<file path="src/rtl/dg_pkg.sv">
package dg_pkg;
  typedef enum logic {
    CH_IDLE = 1'b0,
    CH_RUN  = 1'b1
  } ch_state_e;
endpackage

</file>
<file path="src/rtl/dg_trig_edge.sv">
module dg_trig_edge #(
  parameter int STAGES = 2
) (
  input  logic clk,
  input  logic rst,
  input  logic async_i,
  output logic rise_o
);
  logic [STAGES-1:0] chain_q;
  logic              last_q;

  generate
    for (genvar s = 0; s < STAGES; s++) begin : g_stage
      if (s == 0) begin : g_first
        always_ff @(posedge clk) begin
          if (rst) chain_q[s] <= 1'b0;
          else     chain_q[s] <= async_i;
        end
      end else begin : g_next
        always_ff @(posedge clk) begin
          if (rst) chain_q[s] <= 1'b0;
          else     chain_q[s] <= chain_q[s-1];
        end
      end
    end
  endgenerate

  always_ff @(posedge clk) begin
    if (rst) last_q <= 1'b0;
    else     last_q <= chain_q[STAGES-1];
  end

  assign rise_o = chain_q[STAGES-1] & ~last_q;
endmodule

</file>
<file path="src/rtl/dg_cfg_regs.sv">
module dg_cfg_regs #(
  parameter int NCH = 8,
  parameter int CW  = 32,
  localparam int AW = $clog2(2 * NCH)
) (
  input  logic                    clk,
  input  logic                    rst,
  input  logic                    wr_en,
  input  logic [AW-1:0]           wr_addr,
  input  logic [CW-1:0]           wr_data,
  output logic [NCH-1:0][CW-1:0]  dly_o,
  output logic [NCH-1:0][CW-1:0]  len_o
);
  generate
    for (genvar n = 0; n < NCH; n++) begin : g_ch
      localparam logic [AW-1:0] A_DLY = AW'(2 * n);
      localparam logic [AW-1:0] A_LEN = AW'(2 * n + 1);

      always_ff @(posedge clk) begin
        if (rst) begin
          dly_o[n] <= '0;
          len_o[n] <= '0;
        end else if (wr_en) begin
          if (wr_addr == A_DLY) dly_o[n] <= wr_data;
          if (wr_addr == A_LEN) len_o[n] <= wr_data;
        end
      end
    end
  endgenerate
endmodule

</file>
<file path="src/rtl/dg_channel.sv">
module dg_channel
  import dg_pkg::*;
#(
  parameter int CW = 32
) (
  input  logic          clk,
  input  logic          rst,
  input  logic          fire_i,
  input  logic [CW-1:0] dly_i,
  input  logic [CW-1:0] len_i,
  output logic          gate_o,
  output logic          busy_o
);
  ch_state_e   state_q;
  logic [CW:0] cnt_q;
  logic [CW:0] dly_q;
  logic [CW:0] stop_q;

  always_ff @(posedge clk) begin
    if (rst) begin
      state_q <= CH_IDLE;
      cnt_q   <= '0;
      dly_q   <= '0;
      stop_q  <= '0;
      gate_o  <= 1'b0;
    end else begin
      case (state_q)
        CH_IDLE: begin
          if (fire_i) begin
            state_q <= CH_RUN;
            dly_q   <= {1'b0, dly_i};
            stop_q  <= {1'b0, dly_i} + {1'b0, len_i};
            cnt_q   <= (CW+1)'(1);
            gate_o  <= (dly_i == '0) && (len_i != '0);
          end
        end
        default: begin
          if (cnt_q >= stop_q) begin
            state_q <= CH_IDLE;
            cnt_q   <= '0;
            gate_o  <= 1'b0;
          end else begin
            cnt_q   <= cnt_q + (CW+1)'(1);
            gate_o  <= (cnt_q >= dly_q);
          end
        end
      endcase
    end
  end

  assign busy_o = (state_q == CH_RUN);
endmodule

</file>
<file path="src/rtl/dg_multi.sv">
module dg_multi #(
  parameter int NCH         = 8,
  parameter int CW          = 32,
  parameter int SYNC_STAGES = 2,
  localparam int AW         = $clog2(2 * NCH)
) (
  input  logic           clk,
  input  logic           rst,
  input  logic           wr_en,
  input  logic [AW-1:0]  wr_addr,
  input  logic [CW-1:0]  wr_data,
  input  logic [NCH-1:0] trig_i,
  output logic [NCH-1:0] gate_o
);
  logic [NCH-1:0][CW-1:0] dly_w;
  logic [NCH-1:0][CW-1:0] len_w;
  logic [NCH-1:0]         rise_w;
  logic [NCH-1:0]         busy_w;

  dg_cfg_regs #(.NCH(NCH), .CW(CW)) i_regs (
    .clk    (clk),
    .rst    (rst),
    .wr_en  (wr_en),
    .wr_addr(wr_addr),
    .wr_data(wr_data),
    .dly_o  (dly_w),
    .len_o  (len_w)
  );

  generate
    for (genvar n = 0; n < NCH; n++) begin : g_ch
      dg_trig_edge #(.STAGES(SYNC_STAGES)) i_edge (
        .clk    (clk),
        .rst    (rst),
        .async_i(trig_i[n]),
        .rise_o (rise_w[n])
      );

      dg_channel #(.CW(CW)) i_chan (
        .clk   (clk),
        .rst   (rst),
        .fire_i(rise_w[n]),
        .dly_i (dly_w[n]),
        .len_i (len_w[n]),
        .gate_o(gate_o[n]),
        .busy_o(busy_w[n])
      );
    end
  endgenerate
endmodule

</file>
<file path="config.mk">
export PLATFORM = sky130hd
export DESIGN_NAME = dg_multi
export DESIGN_NICKNAME = d
export VERILOG_FILES = /design/src/rtl/dg_pkg.sv /design/src/rtl/dg_trig_edge.sv /design/src/rtl/dg_cfg_regs.sv /design/src/rtl/dg_channel.sv /design/src/rtl/dg_multi.sv
export SDC_FILE = /design/constraint.sdc
export NUM_CORES = 2
export LEC_CHECK = 0
export ABC_CLOCK_PERIOD_IN_PS = 2800
export BUFFER_PORTS_ARGS = -buffer_cell sky130_fd_sc_hd__buf_2
export CORE_MARGIN = 3
export CORE_UTILIZATION = 46
export CTS_CLUSTER_DIAMETER = 80
export DETAILED_ROUTE_END_ITERATION = 7
export GPL_TIMING_DRIVEN = 0
export SYNTH_ARGS = -nofsm -noshare
export SYNTH_HDL_FRONTEND = slang
export SYNTH_SLANG_ARGS = --single-unit
</file>
<file path="constraint.sdc">
create_clock -name clk -period 2.8 [get_ports clk]
set_input_delay 0 -clock clk [delete_from_list [all_inputs] [get_ports clk]]
set_output_delay 0 -clock clk [all_outputs]
set_load 0.01 [all_outputs]
</file>
Word-level counts from Yosys, hierarchy flattened:

Index checks and enable logic that the tools add are counted.

* reduce and logical (&&, ||, !) cells: 57
* $lt $le $gt $ge: 16
* mux-type cells: 72
* add/sub/neg operators: 16
* equality and inequality tests: 15
* bitwise operators: 24

Operators with widths (number)
* $mux 33: 24
* $add 32x32->33: 8
* $add 33x1->33 const B: 8
* $ge 33x32->1: 8
* $ge 33x33->1: 8
* $logic_not 32->1: 8
* $reduce_bool 32->1: 8
* $mux 1: 48
* $reduce_and 2->1: 24
* $eq 4x4->1 const B: 8
* $eq 4x3->1 const B: 4
* $not 1->1: 16
* $reduce_bool 2->1: 8
* $and 1x1->1: 8
* $eq 4x2->1 const B: 2
* $logic_and 1x1->1: 8
* $eq 4x1->1 const B: 1
* $logic_not 4->1: 1

* register bits after elaboration: 1336
* input port bits: 47
* output and inout bits: 8

Longest topological paths before layout:

* word-level depth: 4
* mapped depth: 14
* mapped depth without buffers: 12

Modules after synthesis:

Synthesis repeated with hierarchy kept, for this count alone.

* cells, all modules: 9303
* area, all modules: 78634.2 sq um

Modules (own cells, without submodules)
* dg_channel at g_ch[1].i_chan ...: seq. area each 2001.9 sq um, instances 4, area each 7268.2 sq um, cells each 936
* dg_channel at g_ch[0].i_chan ...: seq. area each 2001.9 sq um, instances 3, area each 7238.2 sq um, cells each 936
* dg_cfg_regs: seq. area each 10249.8 sq um, instances 1, area each 19865.3 sq um, cells each 1772
* dg_channel at g_ch[7].i_chan: seq. area each 2001.9 sq um, instances 1, area each 7280.7 sq um, cells each 923
* dg_trig_edge: seq. area each 60.1 sq um, instances 8, area each 87.6 sq um, cells each 7

Worst setup path after synthesis:

OpenSTA, ideal clock, no wires.

* path kind: register -> register
* start: register i_regs.dly_o[224] (netlist name)
* end: register g_ch[7].i_chan.stop_q[30]
* cell stages (with the launch flop): 13
* arrival: 2984 ps
* path buffers: 0
* setup slack: -279 ps
* library setup time: 95 ps
* cell sequence: dfxtp_1 > ha_1 > fa_1 > a211oi_2 > o21ai_2 > nand4_1 > a2111oi_2 > o41ai_2 > o21ai_2 > a221oi_2 > o21ai_2 > or4b_1 > o311ai_1

* longest elaborated chain between the ends: 1

RTL lines
* from (decl): line dg_cfg_regs.sv:11 `output logic [NCH-1:0][CW-1:0] dly_o,`
* from (signal, indexed assignment): line dg_cfg_regs.sv:24 `if (wr_addr == A_DLY) dly_o[n] <= wr_data;`
* $add 32x32->33: line dg_channel.sv:32 `stop_q <= {1'b0, dly_i} + {1'b0, len_i};`
* to (signal assigned): line dg_channel.sv:32
* to (decl): line dg_channel.sv:17 `logic [CW:0] stop_q;`

Every way passes these cells.
A chain may end at the register's enable or synchronous reset.

Worst setup path after layout:

Ends and elaborated chain as after synthesis.

==> results.yml <==
critical_path:
  r2r_end: "g_ch[7].i_chan.stop_q[30]"
  endpoint_kind: "flip-flop"
  critPathLaunchType: "flip-flop"
  worstRegToRegCells: 13
  cp.required_ns: 3.50
  timing.rr.start: "i_regs.dly_o[224]"
  critical_path_class: "reg -> reg"
  crit_arrival_ns: 3.87
  crit_fanout: 3
  rrSetupSlack_ns: -0.36
  crit_path_start: "i_regs.dly_o[224]"
detailed_routing:
  first_pass_iters: 6
  wl_per_cell_microns: 21.9
  vias: 73100
  drc: 0
  vias_per_cell: 5.80
  ant_nets: 0
  first_iter_violations: 6740
  wirelength_microns: 276000
clocking:
  cts-htree-levels: 4
  cts_buffer_depth: 3
  cts.sinks: 1336
  cts_tree: "yes"
  clk_latency_ns: 0.83
  numCtsBuffers: 154
  root_buffer: "clkbuf_16"
  path_clk_slew_ns: 0.06
logic_synthesis:
  synth_edf_count: 0
  ys_seq_elements: 1336
  synthDistinctLibCells: 93
  synth_area_sq_um: 75200
  synthArstFlopShare: 0
  ys.flop_type: "dfxtp_1"
  syn_nets: 10700
  ys_seq_area_frac: 0.355
  synth_warnings: 0
  post_synth.cell_area_avg_sq_um: 7.64
  synthCells: 9843
global_route:
  grt_pass1_wl_microns: 408000
  grt_pass1_vias: 68800
  grt_max_degree: 17
  track_usage: 0.312
  overflow: 0
  antenna_found_initial: 12
timing:
  max_slew_margin: -0.0995
  hold_viol_final: 0
  setup-violations-final: 131
  period_share: 1.13
  worstMarginPinSlew_ns: 1.65
  timing.fmax_mhz: 316
  fin_worst_skew_ns: 0.0399
  worst_slack_ns: -0.364
  finalMaxSlewViolations: 85
  rsz0062_at_grt: "yes"
  period_needed_ns: 3.16
  setup_tns_ns: -11.93
floorplan:
  core_sq_um: 161000
  row_count: 147
  die_w_microns: 410
  die_area_sq_um: 168000
  start_util: 0.466
  fp.dieH_microns: 410
  ioPinCount: 55
power:
  cellPowerDensity_nw_per_um2: 484
  p_int_mw: 32.5
  pwr-share-clk: 0.486
  power_switching_share: 0.257
  irDropWorstVdd_v: 0.000641
  p_sw_mw: 11.2
  p_comb_frac: 0.070
  p_total_mw: 43.7
  leakagePower_nw: 34.9
  seq_power_share: 0.444
hold_path:
  worstHoldEndpoint: "g_ch[1].i_edge.chain_q[0]"
  holdPathStages: 3
  worstHoldStart: "trig_i[1]"
  hold_class: "in -> reg"
layout:
  n_fill_cell: 15200
  final_util: 0.559
  area_growth_pct: 19.9
  nets: 11100
  multi_input_area_sq_um: 47900
  layout-drive-gt1-share: 0.129
  regArea_sq_um: 27100
place:
  port_buffers: 21
  dp_hpwl_microns: 202000
  place.gp.congestion: 0.937
outcome:
  failed_checks: "max-capacitance violations, max-slew violations, negative setup slack"
  outcome: "complete, but fails checks"
job:
  maxCapViolations: 9
[state kept, by name, indices dropped and copies added, names as in the netlist]
name and cells:
g_ch.i_chan.cnt_q 264, g_ch.i_chan.stop_q 264, g_ch.i_chan.dly_q 256, i_regs.dly_o 256
i_regs.len_o 256, g_ch.i_edge.chain_q 16, g_ch.i_chan.busy_o 8, g_ch.i_chan.gate_o 8
g_ch.i_edge.last_q 8
[cells in the final DEF, fill, tap and decap left out, types with 193 or more instances in the layout]
cell type / n
dfxtp_1: 1107
inv_1: 603
nand3_1: 195
a21oi_1: 1249
buf_4: 193
nand2_1: 2286
clkbuf_1: 400
a21o_1: 282
o21ai_0: 304
ha_1: 679
nor2_1: 379
[layout make-up]
class                      instances  area share
sequential                      1336       0.301
multi-input combinational       7405       0.531
tap                             2160      0.0300
buffer                           473      0.0232
clock inverter                    72     0.00995
clock buffer                     213      0.0487
antenna                           12    0.000333
inverter                         620      0.0259
timing repair buffer             301      0.0295
[power groups by stage]
| stage | Combinational (mW) | Clock [mW] | Sequential, mW |
|---|---|---|---|
| after floorplan | 1.50 | 0 | 19.7 |
| after global placement | 2.59 | 0 | 19.8 |
| after detailed placement | 2.64 | 0 | 19.8 |
| after CTS | 2.84 | 21.5 | 19.4 |
| after global routing | 3.21 | 22.2 | 19.4 |
| final | 3.05 | 21.2 | 19.4 |
[worst max-delay path by stage]
stage                           endpoint  slack (ns)  cells after the start
3_3_place_gp     g_ch[1].i_chan.cnt_q[6]       -4.97                      7
4_1_cts        g_ch[4].i_chan.stop_q[30]       -0.44                     12
2_1_floorplan  g_ch[7].i_chan.stop_q[30]       -0.13                     12
6_report       g_ch[7].i_chan.stop_q[30]       -0.36                     13
3_5_place_dp     g_ch[0].i_chan.dly_q[0]       -2.09                      6
5_1_grt        g_ch[7].i_chan.stop_q[30]       -0.47                     13
[metrics by stage]
step           instance area [sq um]  instances  hold WS [ns]  worst slack, ns
2_1_floorplan                  75300       9843         0.128           -0.130
3_3_place_gp                   78100      12000         0.215            -4.97
3_5_place_dp                   78200      12000         0.222            -2.09
4_1_cts                        87200      12500        0.0144           -0.444
5_1_grt                        90200      12600        0.0753           -0.473
6_report                       90200      12600        0.0890           -0.364
[worst max-delay path: stages, from the launching register on]
cell	delay, ns
dfxtp_4	0.36
ha_4	0.16
fa_2	0.38
a211oi_4	0.31
o21ai_2	0.10
nand4_1	0.18
a2111oi_4	0.11
o41ai_2	0.21
buf_4	0.19
o21ai_4	0.08
a221oi_4	0.29
o21ai_2	0.12
or4b_1	0.48
o311ai_1	0.08
[cell families (layout without fill, tap and decap cells)]
kind of cell | Yosys count | count (layout) | synth area share
AOI/OAI and AO/OA | 2556 | 2556 | 0.200
xor gates and xnor gates | 311 | 311 | 0.0362
adders and majority gates | 792 | 792 | 0.132
buffers and inverters | 1102 | 1679 | 0.0555
DFF | 1336 | 1336 | 0.355
muxes | 9 | 9 | 0.00121
other | 0 | 12 | 0
and+or+nand+nor | 3737 | 3737 | 0.219
[layer usage]
metal / GRT usage / share of wire
met3: 0.0569 / 0.073
met4: 0.139 / 0.049
met2: 0.493 / 0.44
met5: 0 / 0.000051
met1: 0.414 / 0.43
[synth_stat cells (86+ instances only)]
| master | number | share of area |
|---|---|---|
| nand3_1 | 204 | 0.014 |
| and3_1 | 98 | 0.0081 |
| o21ai_0 | 420 | 0.028 |
| nand2_1 | 2308 | 0.12 |
| nor2b_1 | 102 | 0.0085 |
| ha_1 | 784 | 0.13 |
| a21o_1 | 282 | 0.028 |
| clkbuf_1 | 429 | 0.021 |
| nor3_1 | 86 | 0.0057 |
| dfxtp_1 | 1336 | 0.36 |
| xnor2_1 | 163 | 0.019 |
| xor2_1 | 148 | 0.017 |
| nand4_1 | 167 | 0.014 |
| nor4_1 | 148 | 0.012 |
| a21oi_1 | 1313 | 0.087 |
| inv_1 | 619 | 0.031 |
| nor2_1 | 403 | 0.020 |
[timing repair]
item                                   CTS  global route
gates resized for setup                540           628
pin swaps                              229           285
endpoints found under the hold margin  220             0
cloned                                   5             7
buffers inserted                       124            91
hold buffers                            61             0
setup endpoints to repair              953           372
No activity file was read; power rests on OpenSTA's default activity.
